==> config.mk <==
export PLATFORM = sky130hd
export DESIGN_NAME = alink_global
export DESIGN_NICKNAME = d
export VERILOG_FILES = /design/src/rtl/alink_pkg.sv /design/src/rtl/alink_ctl_reg.sv /design/src/rtl/alink_stat_reg.sv /design/src/rtl/alink_sem.sv /design/src/rtl/alink_global.sv
export SDC_FILE = /design/constraint.sdc
export NUM_CORES = 1
export LEC_CHECK = 0
export BUFFER_PORTS_ARGS = -buffer_cell sky130_fd_sc_hd__buf_2
export CAP_MARGIN = 10
export CORE_UTILIZATION = 45
export DETAILED_ROUTE_END_ITERATION = 8
export GPL_TIMING_DRIVEN = 0
export PLACE_DENSITY = 0.77
export SYNTH_ARGS = -nofsm -noshare
export SYNTH_HDL_FRONTEND = slang
export SYNTH_SLANG_ARGS = --single-unit
export TNS_END_PERCENT = 50
==> constraint.sdc <==
create_clock -name clk -period 1.5 [get_ports clk]
set_clock_uncertainty 0.1 [all_clocks]
set_input_delay 0.3 -clock clk [delete_from_list [all_inputs] [get_ports clk]]
set_output_delay 0.3 -clock clk [all_outputs]
set_load 0.02 [all_outputs]
==> src/rtl/alink_pkg.sv <==
package alink_pkg;
  localparam logic [7:0] OFS_CTL = 8'h2C;
  localparam logic [7:0] OFS_STA = 8'h30;
  localparam logic [7:0] OFS_SEM = 8'h34;

  // status bit positions
  localparam int B_RDY0 = 8;
  localparam int B_RDY1 = 9;
  localparam int B_RDY2 = 28;
  localparam int B_RSM0 = 10;
  localparam int B_RSM1 = 11;
  localparam int B_RSM2 = 29;
  localparam int B_RCS  = 15;
  localparam int B_CAP4 = 20;
  localparam int B_CAP6 = 21;

  localparam logic [1:0] CHAN_RSVD = 2'd3;

  typedef struct packed {
    logic       wide;
    logic [1:0] chan;
    logic [2:0] resume_en;
    logic       link_off;
    logic       warm;
    logic       cold_rel;
    logic       gpi_en;
  } ctl_t;
endpackage

==> src/rtl/alink_ctl_reg.sv <==
module alink_ctl_reg
  import alink_pkg::*;
#(
  parameter int WARM_CYCLES = 16
) (
  input  logic        clk,
  input  logic        rst_n,
  input  logic        wr_ctl,
  input  logic [22:0] wdata,
  output ctl_t        ctl_q
);
  localparam int CW = (WARM_CYCLES > 1) ? $clog2(WARM_CYCLES) : 1;
  localparam logic [CW-1:0] LAST = CW'(WARM_CYCLES - 1);

  logic [CW-1:0] cnt_q;
  logic          cold_next;

  assign cold_next = wr_ctl ? wdata[1] : ctl_q.cold_rel;

  always_ff @(posedge clk) begin
    if (!rst_n) begin
      ctl_q <= '0;
      cnt_q <= '0;
    end else begin
      if (wr_ctl) begin
        ctl_q.gpi_en    <= wdata[0];
        ctl_q.cold_rel  <= wdata[1];
        ctl_q.link_off  <= wdata[3];
        ctl_q.resume_en <= wdata[6:4];
        ctl_q.wide      <= wdata[22];
        if (wdata[21:20] != CHAN_RSVD) ctl_q.chan <= wdata[21:20];
      end
      if (!cold_next) begin
        ctl_q.warm <= 1'b0;
        cnt_q      <= '0;
      end else if (wr_ctl && wdata[2] && ctl_q.cold_rel && !ctl_q.warm) begin
        ctl_q.warm <= 1'b1;
        cnt_q      <= '0;
      end else if (ctl_q.warm) begin
        if (cnt_q == LAST) ctl_q.warm <= 1'b0;
        else               cnt_q      <= cnt_q + 1'b1;
      end
    end
  end

  p_cold_kills_warm_r2: assert property (@(posedge clk) disable iff (!rst_n)
    !ctl_q.cold_rel |-> !ctl_q.warm);
  p_warm_window_r5: assert property (@(posedge clk) disable iff (!rst_n)
    ctl_q.warm |-> (int'(cnt_q) < WARM_CYCLES));
  p_warm_needs_release_r5: assert property (@(posedge clk) disable iff (!rst_n)
    $rose(ctl_q.warm) |-> $past(ctl_q.cold_rel));
endmodule

==> src/rtl/alink_stat_reg.sv <==
module alink_stat_reg (
  input  logic       clk,
  input  logic       rst_n,
  input  logic       cold_rel,
  input  logic [2:0] resume_evt,
  input  logic       rd_done,
  input  logic       clr_wr,
  input  logic [2:0] clr_resume,
  input  logic       clr_rcs,
  output logic [2:0] resume_q,
  output logic       rcs_q
);
  always_ff @(posedge clk) begin
    if (!rst_n) begin
      resume_q <= '0;
      rcs_q    <= 1'b0;
    end else begin
      for (int k = 0; k < 3; k++) begin
        if (cold_rel && resume_evt[k])    resume_q[k] <= 1'b1;
        else if (clr_wr && clr_resume[k]) resume_q[k] <= 1'b0;
      end
      if (cold_rel && rd_done)     rcs_q <= 1'b1;
      else if (clr_wr && clr_rcs)  rcs_q <= 1'b0;
    end
  end

  p_resume_gated_r3: assert property (@(posedge clk) disable iff (!rst_n)
    (|(resume_q & ~$past(resume_q))) |-> $past(cold_rel));
  p_rcs_w1c_r4: assert property (@(posedge clk) disable iff (!rst_n)
    (clr_wr && clr_rcs && !rd_done) |=> !rcs_q);
  p_set_wins_r4: assert property (@(posedge clk) disable iff (!rst_n)
    (cold_rel && rd_done) |=> rcs_q);
endmodule

==> src/rtl/alink_sem.sv <==
module alink_sem (
  input  logic clk,
  input  logic rst_n,
  input  logic cold_rel,
  input  logic claim,
  input  logic acc_done,
  output logic sem_q
);
  always_ff @(posedge clk) begin
    if (!rst_n)                    sem_q <= 1'b0;
    else if (!cold_rel)            sem_q <= 1'b0;
    else if (claim && !sem_q)      sem_q <= 1'b1;
    else if (acc_done)             sem_q <= 1'b0;
  end

  p_sem_take_r9: assert property (@(posedge clk) disable iff (!rst_n)
    (claim && !sem_q && cold_rel) |=> sem_q);
  p_sem_cold_r9: assert property (@(posedge clk) disable iff (!rst_n)
    !cold_rel |=> !sem_q);
  p_sem_release_r9: assert property (@(posedge clk) disable iff (!rst_n)
    (sem_q && acc_done) |=> !sem_q);
endmodule

==> src/rtl/alink_global.sv <==
module alink_global
  import alink_pkg::*;
#(
  parameter int ADDR_W      = 8,
  parameter int WARM_CYCLES = 16,
  parameter bit CAP_4CH     = 1'b1,
  parameter bit CAP_6CH     = 1'b0
) (
  input  logic              clk,
  input  logic              rst_n,
  input  logic              host_sel,
  input  logic              host_wr,
  input  logic [ADDR_W-1:0] host_addr,
  input  logic [31:0]       host_wdata,
  output logic              host_rvalid,
  output logic [31:0]       host_rdata,
  input  logic [2:0]        codec_ready,
  input  logic [2:0]        resume_evt,
  input  logic              rd_done,
  input  logic              acc_done,
  input  logic [5:0]        chan_irq,
  output logic              cold_rst_n,
  output logic              warm_rst,
  output logic              link_off,
  output logic [1:0]        chan_cfg,
  output logic              wide_samples,
  output logic              irq
);
  logic hit_ctl, hit_sta, hit_sem, rd_stb, wr_stb;
  ctl_t ctl_q;
  logic [2:0] resume_q, ready_vis;
  logic rcs_q, sem_q;
  logic [31:0] ctl_word, sta_word, rd_mux;

  assign hit_ctl = (host_addr == ADDR_W'(OFS_CTL));
  assign hit_sta = (host_addr == ADDR_W'(OFS_STA));
  assign hit_sem = (host_addr == ADDR_W'(OFS_SEM));
  assign rd_stb  = host_sel && !host_wr;
  assign wr_stb  = host_sel && host_wr;

  alink_ctl_reg #(.WARM_CYCLES(WARM_CYCLES)) u_ctl (
    .clk(clk), .rst_n(rst_n), .wr_ctl(wr_stb && hit_ctl),
    .wdata(host_wdata[22:0]), .ctl_q(ctl_q));

  alink_stat_reg u_sta (
    .clk(clk), .rst_n(rst_n), .cold_rel(ctl_q.cold_rel),
    .resume_evt(resume_evt), .rd_done(rd_done),
    .clr_wr(wr_stb && hit_sta),
    .clr_resume({host_wdata[B_RSM2], host_wdata[B_RSM1], host_wdata[B_RSM0]}),
    .clr_rcs(host_wdata[B_RCS]),
    .resume_q(resume_q), .rcs_q(rcs_q));

  alink_sem u_sem (
    .clk(clk), .rst_n(rst_n), .cold_rel(ctl_q.cold_rel),
    .claim(rd_stb && hit_sem), .acc_done(acc_done), .sem_q(sem_q));

  assign ready_vis = codec_ready & {3{ctl_q.cold_rel}};

  always_comb begin
    ctl_word        = '0;
    ctl_word[0]     = ctl_q.gpi_en;
    ctl_word[1]     = ctl_q.cold_rel;
    ctl_word[2]     = ctl_q.warm;
    ctl_word[3]     = ctl_q.link_off;
    ctl_word[6:4]   = ctl_q.resume_en;
    ctl_word[21:20] = ctl_q.chan;
    ctl_word[22]    = ctl_q.wide;

    sta_word         = '0;
    sta_word[7:5]    = chan_irq[5:3];
    sta_word[2:0]    = chan_irq[2:0];
    sta_word[B_RDY0] = ready_vis[0];
    sta_word[B_RDY1] = ready_vis[1];
    sta_word[B_RDY2] = ready_vis[2];
    sta_word[B_RSM0] = resume_q[0];
    sta_word[B_RSM1] = resume_q[1];
    sta_word[B_RSM2] = resume_q[2];
    sta_word[B_RCS]  = rcs_q;
    sta_word[B_CAP4] = CAP_4CH;
    sta_word[B_CAP6] = CAP_6CH;

    if (hit_ctl)      rd_mux = ctl_word;
    else if (hit_sta) rd_mux = sta_word;
    else if (hit_sem) rd_mux = {31'b0, sem_q};
    else              rd_mux = '0;
  end

  always_ff @(posedge clk) begin
    if (!rst_n) begin
      host_rvalid <= 1'b0;
      host_rdata  <= '0;
    end else begin
      host_rvalid <= rd_stb;
      if (rd_stb) host_rdata <= rd_mux;
    end
  end

  assign cold_rst_n   = ctl_q.cold_rel;
  assign warm_rst     = ctl_q.warm;
  assign link_off     = ctl_q.link_off;
  assign chan_cfg     = ctl_q.chan;
  assign wide_samples = ctl_q.wide;
  assign irq = (|chan_irq[5:1]) | (chan_irq[0] & ctl_q.gpi_en) |
               (|(resume_q & ctl_q.resume_en));

  p_rvalid_r11: assert property (@(posedge clk) disable iff (!rst_n)
    rd_stb |=> host_rvalid);
  p_no_spurious_rvalid_r11: assert property (@(posedge clk) disable iff (!rst_n)
    !rd_stb |=> !host_rvalid);
  p_ready_hidden_r3: assert property (@(posedge clk) disable iff (!rst_n)
    !cold_rst_n |-> (sta_word[B_RDY0] == 1'b0 && sta_word[B_RDY2] == 1'b0));
endmodule

======== Word-level counts from Yosys, hierarchy flattened ========
Index checks and enable logic that the tools add are counted.
word-level totals
  register bits ........................... 52
  word-level logic and storage cells ...... 78
  bits of input ports ..................... 58
cells by class
  equal/unequal tests ..................... 5
  bitwise operators ....................... 8
  add/subtract/negate cells ............... 1
  mux-type cells .......................... 17
  reduce and logical (&&, ||, !) cells .... 32
operator list
  operator             number
  $mux 30              2
  $eq 8x6->1 const B   3
  $logic_and 1x1->1    17
  $mux 1               15
  $reduce_bool 2->1    5
  $reduce_and 2->1     4
  $and 3x3->3          2
  $reduce_or 3->1      2
  $reduce_or 5->1      1
  $add 4x1->4 const B  1
  $eq 4x4->1 const B   1
  $logic_not 1->1      3
  $not 1->1            3
  $ne 2x2->1 const B   1
  $or 1x1->1           2
  $and 1x1->1          1

======== Longest topological paths before layout ========
  depth in word-level cells ............... 6
  gate-level depth with buffers ........... 6
  gate-level depth less buffers ........... 5

======== Cells and area by module ========
Synthesis repeated with hierarchy kept, for this count alone.
second synthesis, totals
  cell total of the unflattened synthesis .. 209
  area total of the unflattened synthesis .. 1,925.6 sq um
by module, submodules not included
  module          cells each  area each (sq um)  times used
  alink_global    133         1,136.1            1
  alink_ctl_reg   56          594.3              1
  alink_stat_reg  16          155.1              1
  alink_sem       4           40.0               1

======== Worst setup path before layout ========
No wires, ideal clock.
  path kind ............................... register to register
  start ................................... reg u_ctl.ctl_q[1] (netlist name)
  end ..................................... reg u_ctl.cnt_q[2]
  cell stages (with the launch flop) ...... 6
  data arrival time ....................... 1.215 ns
  library setup time ...................... 0.078 ns
  slack ................................... 0.107 ns
  path through ............................ dfxtp_1 buf_2 nand2_1 a41oi_1 a31oi_1 nor3_1
between the ends
  longest elaborated chain between the ends .. 3
  elaborated cells on any way between the ends .. 5
  those cells by class .................... 1 x mux; 1 x bitwise; 3 x reduce/logical
RTL lines
  what                                                             line                                      text
  $mux 1 or $logic_and 1x1->1 (tied branches)                      alink_ctl_reg.sv:18, alink_ctl_reg.sv:36
  $not 1->1 (no source line) or $logic_and 1x1->1 (tied branches)  -
  $reduce_or 3->1 (no source line) *                               -
  to (signal assigned)                                             alink_ctl_reg.sv:41                       else cnt_q <= cnt_q + 1'b1;
  to (decl)                                                        alink_ctl_reg.sv:15                       logic [CW-1:0] cnt_q;
Every way passes the cells marked *; elsewhere a longest branch is shown, timed or not.
A chain may end at the register's enable or synchronous reset.

======== Final worst setup path ========
  start ................................... reg u_ctl.ctl_q[6] (netlist name)
  end ..................................... out irq
between the ends
  longest elaborated chain between the ends .. 3
RTL lines
  what             line                 text
  $and 3x3->3      alink_global.sv:104  (|(resume_q & ctl_q.resume_en));
  $reduce_or 3->1  alink_global.sv:104
  $or 1x1->1       alink_global.sv:103  assign irq = (|chan_irq[5:1]) | (chan_irq[0] & ctl_q.gpi_en) |
  to (decl)        alink_global.sv:27   output logic irq
No other way between the ends.

==> results_dict.tcl <==
set metrics [dict create \
    synth_area_sq_um 1890 \
    die_area_sq_um 4460 \
    clkTransAtPathRegs_ps 80 \
    max-cap-violations 0 \
    dr.pass1.iters 4 \
    slowest_delay_ps 330 \
    finalSetupTns_ps -134 \
    fin_ws_ps -134 \
    finalSetupViolations 1 \
    syn_inst 209 \
    synth-adder-area-share 0.00662 \
    die_w_um 66.8 \
    synth.most_common_cell "dfxtp_1" \
    ys_seq_area_frac 0.403 \
    yosysUniqueCellTypes 44 \
    cp.required_ps 1100 \
    grt_max_degree 13 \
    peakVddDrop_mv 0.412 \
    grt_antenna_before_repair 0 \
    arrival_ps 1230 \
    synthTopCellsByCount "dfxtp_1 (38), nand2_1 (33), buf_4 (17)" \
    viasPerCell 5.05 \
    synth_top_family_by_area "simple AND/OR/NAND/NOR gates" \
    die_h_um 66.8 \
    syn2layout_area_growth_pct 29.6 \
    htree_levels 2 \
    wl_mm 4.63 \
    fillers 392 \
    final_nets 354 \
    diodes 0 \
    postRouteAntennaNets 0 \
    synth_async_sr_flop_share 0 \
    ioPinCount 98 \
    min_from "host_wdata[5]" \
    ys_ff_latch 38 \
    initialDrtViolationCount 127 \
    postCtsHoldBufs 0 \
    vias 1747 \
    outcome "finished with violations" \
    fin_crit_sh 1.09 \
    slew_violations 0 \
    critPathLaunchType "flop" \
    worstSkewPairLatency_ps 300 \
    hold-worst-slack_ps 147 \
    violations "negative setup slack" \
    crit_path_cell_trace "a222oi_1 -> nand3_1 -> buf_6" \
    fin_area_sq_um 2450 \
    grt_first_pass_wirelength_mm 7.15 \
    placed_area_sq_um 2330 \
    hold_viol 0 \
    drive_gt1_frac 0.409 \
    synth-simple-area-share 0.256 \
    dp_hpwl_mm 3.49 \
    seq_area_sq_um 764 \
    multi_input_area_sq_um 967 \
    path_class "flop to output port" \
    coreArea_sq_um 4030 \
    rsz0062_at_grt "true" \
    ctsLongestPathBuffers 2 \
    synth_edf_count 0 \
    startpoint "u_ctl.ctl_q[6]" \
    yosys.area_share.xor_xnor 0.00927 \
    numCtsBuffers 5 \
    yosysTopAreaCell "dfxtp_1" \
    synth_mux_area_frac 0 \
    power_leakage_nw 1.08 \
    max_freq_mhz 612 \
    grt_pass1_vias 1568 \
    place.gp.congestion 0.800 \
    critPathMaxFanout 2 \
    synth_compound_area_frac 0.209 \
    slowest_stage "dfxtp_2" \
    synthFlopType "dfxtp_1" \
    initial_core_util 0.469 \
    avgSynthCellArea_sq_um 9.04 \
    endpoint_kind "output port" \
    fin_crit_ps 1630 \
    port_buffers 65 \
    ys_warn_count 0 \
    powerDensity_nw_per_um2 819 \
    hp-class "primary input to flop" \
    synth_top_area_frac 0.403 \
    cts-root-buf "clkbuf_8" \
    r2r_start "u_ctl.ctl_q[1]" \
    wire_per_inst_um 13.4 \
    rows 23 \
    grt_overflow 0 \
    cts_tree "yes" \
    clkSinkCount 38 \
    drc 0 \
    grt_use_total 0.218 \
    netlist_top_cells_area "dfxtp_1 (40%), buf_4 (6.8%), nand2_1 (6.6%)" \
]
power breakdown:
group	total (mW)	leakage [nW]	internal [mW]	switching, mW
registers	1.02	0.309	1.02	0.00434
clock network	0.746	0.0472	0.369	0.377
logic	0.237	0.725	0.105	0.132
layer usage:
layer	global-route usage	part of all wire	routed length (um)
met2	0.348	0.48	2210
met1	0.267	0.43	2000
met5	0	0	0
met3	0.0651	0.071	328
met4	0.0984	0.019	87
flip-flops by register name, indices dropped and copies added, names as in the netlist:
name            cells
host_rdata         18
host_rvalid         1
u_ctl.ctl_q        10
u_ctl.cnt_q         4
u_sta.rcs_q         1
u_sta.resume_q      3
u_sem.sem_q         1
path summary, 6_finish.rpt:
check / to / slack (ps) / cells after the start
worst min register to register: host_rdata[22] / 360 / 2
worst min-delay path: u_ctl.ctl_q[5] / 150 / 3
worst max-delay path: irq / -130 / 3
worst max register to register: u_ctl.cnt_q[2] / 150 / 5
kinds of logic (layout without fill, tap and decap cells):
kind of cell	count (synthesis)	count (layout)
AO/OA/AOI/OAI	51	51
other	1	14
adder cells (fa/ha/maj)	1	1
XOR/XNOR	2	2
AND/OR/NAND/NOR	87	87
flip-flops	38	38
buffers and inverters	29	103
metrics by stage:
| step | instances | utilization | total power, mW | setup WS [ps] |
|---|---|---|---|---|
| 2_1_floorplan | 222 | - | 1.19 | 107 |
| 3_3_place_gp | 337 | 0.577 | 1.28 | -206 |
| 6_report | 346 | 0.608 | 2.01 | -134 |
| 5_1_grt | 346 | 0.608 | 2.08 | -207 |
| 4_1_cts | 346 | 0.605 | 2.01 | -134 |
| 3_5_place_dp | 337 | 0.577 | 1.28 | -197 |
cells in the final DEF (no fill, tap or decap), types with 2 or more instances in the layout:
cell	synthesis	final
and4b_1	2	2
buf_6	2	3
nand3_1	16	16
clkbuf_8	0	6
a21boi_2	9	9
a21boi_1	3	3
a31oi_1	2	2
conb_1	1	14
nand2b_1	2	2
and2_1	4	4
a21oi_1	5	5
nand2_1	33	33
buf_4	17	19
dfxtp_2	0	3
o21ai_0	10	10
and3b_2	2	2
a21o_1	2	2
nand3_2	3	3
buf_2	4	67
a21boi_0	10	10
nand4_1	4	4
o221a_2	2	2
clkbuf_1	4	4
nor2_1	9	9
dfxtp_1	38	35
a221oi_1	5	5
critical path: cells and delay by family (launching register included):
family,cells,cell delay (ps)
AO/OA/AOI/OAI,1,320
buffers and inverters,1,160
flip-flops,1,330
AND/OR/NAND/NOR,1,140
timing repair:
| action | in CTS | in global routing |
|---|---|---|
| resized for setup | 5 | 3 |
| endpoints found under the setup margin | 1 | 5 |
| buffers inserted | 1 | 0 |
| pin swaps | 2 | 0 |
final cells by class:
cell class | instances | area share
Multi-Input combinational cell | 155 | 0.395
Sequential cell | 38 | 0.312
Timing Repair Buffer | 66 | 0.138
Buffer | 29 | 0.0899
Clock buffer | 6 | 0.0337
Tap cell | 50 | 0.0255
Clock inverter | 2 | 0.00511
No activity file was read; power rests on OpenSTA's default activity.
